### config.mk
export PLATFORM = sky130hd
export DESIGN_NAME = flag_router
export DESIGN_NICKNAME = d
export VERILOG_FILES = /design/src/rtl/flag_router_pkg.sv /design/src/rtl/flag_router_cfg.sv /design/src/rtl/flag_router_cmp.sv /design/src/rtl/flag_router_mux.sv /design/src/rtl/flag_router.sv
export SDC_FILE = /design/constraint.sdc
export NUM_CORES = 1
export LEC_CHECK = 0
export ABC_CLOCK_PERIOD_IN_PS = 5700
export BUFFER_PORTS_ARGS = -buffer_cell sky130_fd_sc_hd__buf_4
export CORE_ASPECT_RATIO = 0.7
export CORE_MARGIN = 2
export CORE_UTILIZATION = 50
export CTS_CLUSTER_SIZE = 8
export DETAILED_ROUTE_END_ITERATION = 8
export PLACE_DENSITY = 0.74
export RECOVER_POWER = 50
export SLEW_MARGIN = 0
export SYNTH_ARGS = -nofsm -noshare
export SYNTH_HDL_FRONTEND = slang
export SYNTH_HIERARCHICAL = 1
export SYNTH_SLANG_ARGS = --single-unit
### constraint.sdc
create_clock -name clk_i -period 5.7 [get_ports clk_i]
set_input_delay 0.855 -clock clk_i [delete_from_list [all_inputs] [get_ports clk_i]]
set_output_delay 0.855 -clock clk_i [all_outputs]
set_load 0.03 [all_outputs]
### src/rtl/flag_router_pkg.sv
package flag_router_pkg;
  localparam int NUM_FIFOS  = 2;
  localparam int FIFO_FLAGS = 4;
  localparam int NUM_FLAGS  = NUM_FIFOS * FIFO_FLAGS;
  localparam int SEL_W      = $clog2(NUM_FLAGS);
  localparam int ADDR_W     = 3;
  localparam int OFS_RESET  = 8;

  typedef enum logic [SEL_W-1:0] {
    FLG_AB_EMPTY  = 3'd0,
    FLG_AB_AEMPTY = 3'd1,
    FLG_AB_AFULL  = 3'd2,
    FLG_AB_FULL   = 3'd3,
    FLG_BA_EMPTY  = 3'd4,
    FLG_BA_AEMPTY = 3'd5,
    FLG_BA_AFULL  = 3'd6,
    FLG_BA_FULL   = 3'd7
  } flag_sel_e;

  typedef enum logic [ADDR_W-1:0] {
    REG_AE_AB = 3'd0,
    REG_AF_AB = 3'd1,
    REG_AE_BA = 3'd2,
    REG_AF_BA = 3'd3,
    REG_ROUTE = 3'd4
  } reg_addr_e;

  function automatic logic [SEL_W-1:0] pin_default(int p);
    case (p % 4)
      0:       return FLG_AB_EMPTY;
      1:       return FLG_AB_FULL;
      2:       return FLG_BA_EMPTY;
      default: return FLG_BA_FULL;
    endcase
  endfunction
endpackage

### src/rtl/flag_router_cfg.sv
module flag_router_cfg
  import flag_router_pkg::*;
#(
  parameter  int CNT_W    = 10,
  parameter  int NUM_PINS = 4,
  parameter  int REG_W    = 12,
  localparam int RT_W     = NUM_PINS * SEL_W
) (
  input  logic                                clk_i,
  input  logic                                rst_ni,
  input  logic                                wr_en_i,
  input  logic [ADDR_W-1:0]                   wr_addr_i,
  input  logic [REG_W-1:0]                    wr_data_i,
  output logic [NUM_FIFOS-1:0][CNT_W-1:0]     ae_ofs_o,
  output logic [NUM_FIFOS-1:0][CNT_W-1:0]     af_ofs_o,
  output logic [RT_W-1:0]                     route_o
);
  function automatic logic [RT_W-1:0] route_reset();
    logic [RT_W-1:0] r;
    r = '0;
    for (int p = 0; p < NUM_PINS; p++) r[p*SEL_W +: SEL_W] = pin_default(p);
    return r;
  endfunction

  localparam logic [RT_W-1:0]  ROUTE_RST = route_reset();
  localparam logic [CNT_W-1:0] OFS_RST   = CNT_W'(OFS_RESET);

  always_ff @(posedge clk_i or negedge rst_ni) begin
    if (!rst_ni) begin
      for (int f = 0; f < NUM_FIFOS; f++) begin
        ae_ofs_o[f] <= OFS_RST;
        af_ofs_o[f] <= OFS_RST;
      end
      route_o <= ROUTE_RST;
    end else if (wr_en_i) begin
      // per FIFO f: AE at 2f, AF at 2f+1
      for (int f = 0; f < NUM_FIFOS; f++) begin
        if (wr_addr_i == ADDR_W'(2*f))     ae_ofs_o[f] <= wr_data_i[CNT_W-1:0];
        if (wr_addr_i == ADDR_W'(2*f + 1)) af_ofs_o[f] <= wr_data_i[CNT_W-1:0];
      end
      if (wr_addr_i == REG_ROUTE) route_o <= wr_data_i[RT_W-1:0];
    end
  end
endmodule

### src/rtl/flag_router_cmp.sv
module flag_router_cmp
  import flag_router_pkg::*;
#(
  parameter int DEPTH = 512,
  parameter int CNT_W = 10
) (
  input  logic [CNT_W-1:0]      cnt_i,
  input  logic [CNT_W-1:0]      ae_ofs_i,
  input  logic [CNT_W-1:0]      af_ofs_i,
  output logic [FIFO_FLAGS-1:0] flags_o
);
  localparam logic [CNT_W:0] DEPTH_X = (CNT_W+1)'(DEPTH);

  logic [CNT_W:0] af_sum;

  // add instead of DEPTH-ofs: no underflow for offsets beyond depth
  assign af_sum = {1'b0, cnt_i} + {1'b0, af_ofs_i};

  always_comb begin
    flags_o[0] = (cnt_i == '0);
    flags_o[1] = (cnt_i <= ae_ofs_i);
    flags_o[2] = (af_sum >= DEPTH_X);
    flags_o[3] = ({1'b0, cnt_i} >= DEPTH_X);
  end
endmodule

### src/rtl/flag_router_mux.sv
module flag_router_mux
  import flag_router_pkg::*;
#(
  parameter  int NUM_PINS = 4,
  localparam int RT_W     = NUM_PINS * SEL_W
) (
  input  logic                 clk_i,
  input  logic                 rst_ni,
  input  logic [NUM_FLAGS-1:0] flags_i,
  input  logic [RT_W-1:0]      route_i,
  output logic [NUM_PINS-1:0]  flag_o
);
  logic [NUM_PINS-1:0] pick;

  for (genvar p = 0; p < NUM_PINS; p++) begin : g_pin
    assign pick[p] = flags_i[route_i[p*SEL_W +: SEL_W]];
  end

  always_ff @(posedge clk_i or negedge rst_ni) begin
    if (!rst_ni) flag_o <= '0;
    else         flag_o <= pick;
  end
endmodule

### src/rtl/flag_router.sv
module flag_router
  import flag_router_pkg::*;
#(
  parameter  int DEPTH    = 512,
  parameter  int NUM_PINS = 4,
  localparam int CNT_W    = $clog2(DEPTH + 1),
  localparam int RT_W     = NUM_PINS * SEL_W,
  localparam int REG_W    = (CNT_W > RT_W) ? CNT_W : RT_W
) (
  input  logic                clk_i,
  input  logic                rst_ni,
  input  logic                wr_en_i,
  input  logic [ADDR_W-1:0]   wr_addr_i,
  input  logic [REG_W-1:0]    wr_data_i,
  input  logic [CNT_W-1:0]    cnt_ab_i,
  input  logic [CNT_W-1:0]    cnt_ba_i,
  output logic [NUM_PINS-1:0] flag_o
);
  logic [NUM_FIFOS-1:0][CNT_W-1:0] cnt_w;
  logic [NUM_FIFOS-1:0][CNT_W-1:0] ae_ofs_w;
  logic [NUM_FIFOS-1:0][CNT_W-1:0] af_ofs_w;
  logic [RT_W-1:0]                 route_w;
  logic [NUM_FLAGS-1:0]            flags_w;

  assign cnt_w[0] = cnt_ab_i;
  assign cnt_w[1] = cnt_ba_i;

  flag_router_cfg #(
    .CNT_W   (CNT_W),
    .NUM_PINS(NUM_PINS),
    .REG_W   (REG_W)
  ) u_cfg (
    .clk_i    (clk_i),
    .rst_ni   (rst_ni),
    .wr_en_i  (wr_en_i),
    .wr_addr_i(wr_addr_i),
    .wr_data_i(wr_data_i),
    .ae_ofs_o (ae_ofs_w),
    .af_ofs_o (af_ofs_w),
    .route_o  (route_w)
  );

  for (genvar f = 0; f < NUM_FIFOS; f++) begin : g_fifo
    flag_router_cmp #(
      .DEPTH(DEPTH),
      .CNT_W(CNT_W)
    ) u_cmp (
      .cnt_i   (cnt_w[f]),
      .ae_ofs_i(ae_ofs_w[f]),
      .af_ofs_i(af_ofs_w[f]),
      .flags_o (flags_w[f*FIFO_FLAGS +: FIFO_FLAGS])
    );
  end

  flag_router_mux #(
    .NUM_PINS(NUM_PINS)
  ) u_mux (
    .clk_i  (clk_i),
    .rst_ni (rst_ni),
    .flags_i(flags_w),
    .route_i(route_w),
    .flag_o (flag_o)
  );
endmodule

==> impl_metrics.ini, run 1 <==
[status]
status = complete, but fails checks
violations = max-capacitance violations, max-slew violations

[timing]
rsz0062_at_grt = no
slew_headroom_pct = -93.2
hold_viol_final = 0
drv_slew = 57
fin_skew_ps = 9.20
holdWs_ps = 513
tns_ps = 0
fin_crit_ps = 3100
fmax_ghz = 0.323
worst_pin_slew_ps = 2900
fin_crit_sh_pct = 54.4
setup_viol = 0

[clock_tree]
cts-root-buf = clkbuf_8
cts.sinks = 56
cts_hold_buffers = 0
clk_pin_slew_ps = 100
clk_latency_ps = 310
h-tree-depth = 2
cts_tree = done
numCtsBuffers = 5
cts_setup_buffers = 0
cts_max_path_buffers = 2
ctsResizeCount = 0

[yosys]
synthTopCellsByArea = dfrtp_1 (32%), ha_1 (14%), mux2_4 (12%)
synth_edf_count = 0
synthCells = 272
synthArstFlopShare_pct = 100
yosys.area.top_type_share_pct = 31.9
synth_seq_cells = 56
syn_avg_cell_area_um2 = 13.3
syn_area_um2 = 3610
synthTopCellsByCount = dfrtp_1 (46), ha_1 (40), mux2_4 (30), mux2_2 (25), inv_1 (24)
yosysMostFrequentCell = dfrtp_1
ys.flop_type = dfrtp_1
synth_warnings = 6
synth_nets = 352
yosysTopAreaCell = dfrtp_1
synth_cell_types = 45
synth-seq-area-share_pct = 39.1

[pwr]
p_sw_w = 0.000421
p_int_w = 0.000873
switching_share_pct = 32.5
ir_drop_v = 0.000132
p_clk_share_pct = 17.7
power.leakage_nw = 1.91
p_seq_share_pct = 44.5
comb_power_share_pct = 37.8
power.total_w = 0.00129
powerDensity_nw_per_um2 = 318

[placement]
place.gp.congestion = 0.947
hpwl_um = 5910
io_buffers = 41

[finish]
nFillCells = 577
post_route_cells_drive_above_1_share_pct = 38.1
area_growth_pct = 12.6
fin_nets = 394
multi_input_area_um2 = 2040
num_antenna_cells = 0
ff_latch_area_um2 = 1410

[floorplanning]
fp.coreArea_um2 = 6880
rows = 25
start_util_pct = 52.5
die_w_um = 106
die_area_um2 = 7930
die_y_um = 75.1
io_pins = 42

[setup_path]
arrival_ps = 2900
cp_slowest_cell = clkbuf_1
worstSetupPathType = input pin to async pin
startpoint_type = input pin
crit_path_max_fanout = 56
critical_path.top_delay_family = buffers and inverters
end_kind = async pin
timing.critical_path.cells = clkbuf_1
critPathRequiredTime_ps = 5500
crit_buf_inv = 1
cpPeakStageDelay_ps = 2020

[routing]
drt_iter0_markers = 104
ant_nets = 0
wl_um = 7470
wire_per_inst_um = 18.3
first_pass_iters = 4
drc = 0
viasPerCell = 5.62
vias = 2299

[grt]
grt_usage_pct = 20.6
overflow = 0
grt_max_degree = 57
grt_pass1_wl_um = 12500
antenna_found_initial = 0
grt_pass1_vias = 2391

[min_path]
hold_class = flip-flop to flip-flop

[run]
drv_cap = 1
==> metal layers <==
metal / up-vias / wire length [um] / GRT usage, %
met2: 43 / 3180 / 31.7
li1: 1120 / - / -
met4: 0 / 58 / 4.39
met3: 7 / 287 / 3.90
met1: 1129 / 3950 / 30.7
met5: - / 0 / 0
==> cells in the final DEF, fill, tap and decap left out, drive strengths merged <==
master / instances
a211o: 1
a211oi: 1
a21o: 2
a21oi: 12
a311oi: 2
a31oi: 2
a41oi: 1
and3: 2
and4bb: 3
buf: 41
clkbuf: 7
clkinv: 1
dfrtp: 46
dfstp: 10
fa: 2
ha: 40
inv: 25
mux2: 56
mux2i: 2
mux4: 8
nand2: 6
nand3: 9
nand4: 4
nand4b: 1
nor2: 2
nor2b: 2
nor3b: 2
nor4: 2
nor4b: 1
o211ai: 4
o21a: 7
o21ai: 2
o31ai: 2
o32ai: 2
or2: 1
or4: 4
==> stage by stage <==
step | worst slack, ps | utilization (%) | cells | cell area [um2]
4_1_cts | 3000 | 59.3 | 409 | 4080
3_5_place_dp | 2670 | 57.9 | 401 | 3980
3_3_place_gp | 2730 | 57.9 | 401 | 3980
6_report | 2600 | 59.1 | 409 | 4070
2_1_floorplan | 2960 | - | 272 | 3610
5_1_grt | 1970 | 59.1 | 409 | 4070
==> area by class of cell <==
| class | instances | area share [%] |
|---|---|---|
| repair buffers | 42 | 7.66 |
| clock inverters | 2 | 0.338 |
| well taps | 94 | 2.89 |
| multi-input cells | 185 | 50.1 |
| flip-flops and latches | 56 | 34.7 |
| clock buffers | 6 | 2.03 |
| inverters | 24 | 2.21 |
==> final timing paths <==
path / depth (start not counted) / slack [ps] / end / start
min in group asynchronous: 1 / 1480 / u_cfg/ae_ofs_o[17] / rst_ni
max: 1 / 2600 / u_cfg/route_o[2] / rst_ni
min: 1 / 510 / u_cfg/ae_ofs_o[0] / u_cfg/ae_ofs_o[0]
min reg2reg: 1 / 510 / u_cfg/ae_ofs_o[0] / u_cfg/ae_ofs_o[0]
max reg2reg: 8 / 3260 / u_mux/flag_o[2] / u_cfg/af_ofs_o[10]
max in group clk_i: 9 / 2990 / u_mux/flag_o[2] / cnt_ab_i[0]
==> cells by family after synthesis <==
group,synth area share (%)
muxes,26.9
DFF,39.1
adders and majority gates,15.0
and+or+nand+nor,7.31
AOI/OAI and AO/OA,7.44
buffers and inverters,4.22
==> flip-flops by register name, summed over array words and instances, names as in the netlist <==
name,count
u_cfg/af_ofs_o,20
u_mux/flag_o,4
u_cfg/ae_ofs_o,20
u_cfg/route_o,12
==> power by group through the flow <==
stage                     Sequential, W  Combinational, W  Clock (W)
after floorplan                0.000582          0.000333          0
after global placement         0.000580          0.000466          0
after detailed placement       0.000581          0.000489          0
after CTS                      0.000575          0.000491   0.000237
after global routing           0.000588          0.000539   0.000258
final                          0.000575          0.000489   0.000229
No activity file was read; power rests on OpenSTA's default activity.
==> run 2: changes to the inputs <==
--- a/config.mk
+++ b/config.mk
@@ -5,7 +5,8 @@
 export SDC_FILE = /design/constraint.sdc
 export NUM_CORES = 1
 export LEC_CHECK = 0
-export ABC_CLOCK_PERIOD_IN_PS = 5700
+export ABC_AREA = 1
+export ABC_CLOCK_PERIOD_IN_PS = 2900
 export BUFFER_PORTS_ARGS = -buffer_cell sky130_fd_sc_hd__buf_4
 export CORE_ASPECT_RATIO = 0.7
 export CORE_MARGIN = 2
==> constraint.sdc (replaced) <==
create_clock -name clk_i -period 2.9 [get_ports clk_i]
set_input_delay 0.435 -clock clk_i [delete_from_list [all_inputs] [get_ports clk_i]]
set_output_delay 0.435 -clock clk_i [all_outputs]
set_load 0.03 [all_outputs]
==> impl_metrics.ini, run 2 <==
[status]
status = completed

[timing]
fin_crit_ps = 1960
rsz0062_at_grt = no
slew_headroom_pct = 7.28
tns_ps = 0
fin_skew_ps = 9.22
setup_viol = 0
setup_slack_ps = 941
worst_pin_slew_ps = 1390
drv_slew = 0
fin_crit_sh_pct = 67.5
hold_viol_final = 0
fmax_ghz = 0.511

[clock_tree]
cts_tree = done
ctsResizeCount = 0
clk_latency_ps = 290
numCtsBuffers = 5
cts_max_path_buffers = 2
cts_hold_buffers = 0
cts.sinks = 56
cts_setup_buffers = 0
cts-root-buf = clkbuf_16
h-tree-depth = 2
clk_pin_slew_ps = 70

[setup_path]
cp_common_cell = nand2_1
end_kind = flip-flop
r2r-start = u_cfg/af_ofs_o[0]
cp_slowest_cell = dfrtp_1
arrival_ps = 2150
startpoint_type = flip-flop
worstSetupPathType = flip-flop to flip-flop
cpPeakStageDelay_ps = 390
critical_path.top_delay_family = simple AND/OR/NAND/NOR gates
timing.critical_path.cells = ha_1, fa_1, and3_1, nor2_1, nand3_2, inv_1, nand2_1, nand3_1, nand2_1, nand2_1, nand2_1
cp-startpoint = u_cfg/af_ofs_o[0]
critPathRequiredTime_ps = 3090
crit_path_max_fanout = 4
crit_buf_inv = 1

[finish]
top_regs = u_cfg/ae_ofs_o: 20 flops, u_cfg/af_ofs_o: 20 flops, u_cfg/route_o: 12 flops
nFillCells = 731
final_util_pct = 57.1
final_common_cell = nand2_1
fin_nets = 668
mostFrequentLayoutCells = nand2_1 (237), nand3_1 (61), inv_1 (59)
post_route_cells_drive_above_1_share_pct = 15.3
num_antenna_cells = 0
area_growth_pct = 12.6

[pwr]
power.leakage_nw = 2.50
p_int_w = 0.00163
p_clk_share_pct = 22.9
switching_share_pct = 37.3
ir_drop_v = 0.000312
powerDensity_nw_per_um2 = 586
comb_power_share_pct = 35.7
p_sw_w = 0.000971
p_seq_share_pct = 41.4

[grt]
grt_usage_pct = 25.7
overflow = 0
grt_pass1_wl_um = 17000
grt_pass1_vias = 3420
antenna_found_initial = 0
grt_max_degree = 57

[floorplanning]
die_area_um2 = 8630
fp.coreArea_um2 = 7770
die_y_um = 78.3
io_pins = 42
start_util_pct = 50.8
die_w_um = 110
rows = 27

[yosys]
synthArstFlopShare_pct = 100
synth_edf_count = 0
syn_avg_cell_area_um2 = 7.20
synthTopCellsByArea = dfrtp_1 (29%), nand2_1 (23%), ha_1 (13%)
syn_area_um2 = 3950
yosys.area.top_type_share_pct = 29.2
synth-seq-area-share_pct = 35.8
synthCells = 548
synth_nets = 628
synth_warnings = 6
ys.flop_type = dfrtp_1
synth_seq_cells = 56
synthTopCellsByCount = nand2_1 (237), nand3_1 (61), inv_1 (59), dfrtp_1 (46), ha_1 (40)
yosysMostFrequentCell = nand2_1
synth_cell_types = 27
yosysTopAreaCell = dfrtp_1

[routing]
viasPerCell = 5.27
vias = 3633
ant_nets = 0
drc = 0
wl_um = 10100
first_pass_iters = 5
drt_iter0_markers = 228
wire_per_inst_um = 14.7

[placement]
hpwl_um = 7670
dp_slack_ps = 793
io_buffers = 41
place.gp.congestion = 0.908

[min_path]
hold_class = input pin to flip-flop
hp-start = wr_data_i[10]

[run]
drv_cap = 0
run 2: changes by cell type in the layout (fill, tap and decap cells not counted), sizes merged, moves of 5 or more:
cell / before / now
inv: 25 / 66
mux2: 56 / 0
mux4: 8 / 0
nand2: 6 / 244
nand3: 9 / 66
nor2: 2 / 27
o21a: 7 / 2
run 2: logic make-up after synthesis:
group / after synthesis / share of synthesized area, %
compound gates: 22 / 3.23
fa+ha+maj: 42 / 13.7
buf+inv: 79 / 8.82
flops: 56 / 35.8
simple gates: 349 / 38.4
run 2: area by class of cell:
cell class / count / area (um2) / area share [%]
timing repair buffer: 44 / 320 / 7.21
clock inverter: 1 / 8.76 / 0.197
clock buffer: 7 / 133 / 2.99
sequential: 56 / 1410 / 31.8
tap: 101 / 126 / 2.85
multi-input combinational: 413 / 2180 / 49.2
inverter: 68 / 255 / 5.75
run 2: path summary, 6_finish.rpt:
kind	to	depth (start not counted)	slack (ps)
hold reg to reg	u_cfg/ae_ofs_o[17]	2	470
min in group asynchronous	u_cfg/ae_ofs_o[11]	1	460
setup / recovery	u_mux/flag_o[3]	11	940
setup reg to reg	u_mux/flag_o[3]	11	940
max in group asynchronous	u_mux/flag_o[2]	1	1600
hold / removal	u_cfg/route_o[10]	3	370
run 2: power groups by stage:
stage	registers, W	logic [W]	clock network [W]
finish	0.00108	0.000929	0.000598
global route	0.00110	0.00107	0.000648
CTS	0.00108	0.000929	0.000614
detailed placement	0.00109	0.000924	0
global placement	0.00108	0.000880	0
floorplan	0.00110	0.000620	0
run 2: metal layers:
layer / vias to the layer above / track usage [%] / part of all wire (%)
met2: 111 / 39.2 / 45
met4: 0 / 4.50 / 0.99
met1: 1714 / 37.9 / 47
met5: - / 0 / 0
met3: 10 / 5.32 / 7.6
li1: 1798 / - / -
run 2: per-stage QoR:
step,std cells,cell area [um2],hold WS (ps),total power [W]
finish,690,4440,371,0.00260
CTS,690,4450,218,0.00262
global route,690,4440,374,0.00282
detailed placement,682,4310,460,0.00201
floorplan,548,3950,139,0.00172
global placement,682,4310,454,0.00196
run 2: worst reg2reg max path, delay by kind of cell (launching register included):
family / cells / cell delay (ps)
buffers and inverters: 1 / 130
flip-flops: 1 / 390
AND/OR/NAND/NOR: 8 / 750
adder cells (fa/ha/maj): 2 / 580
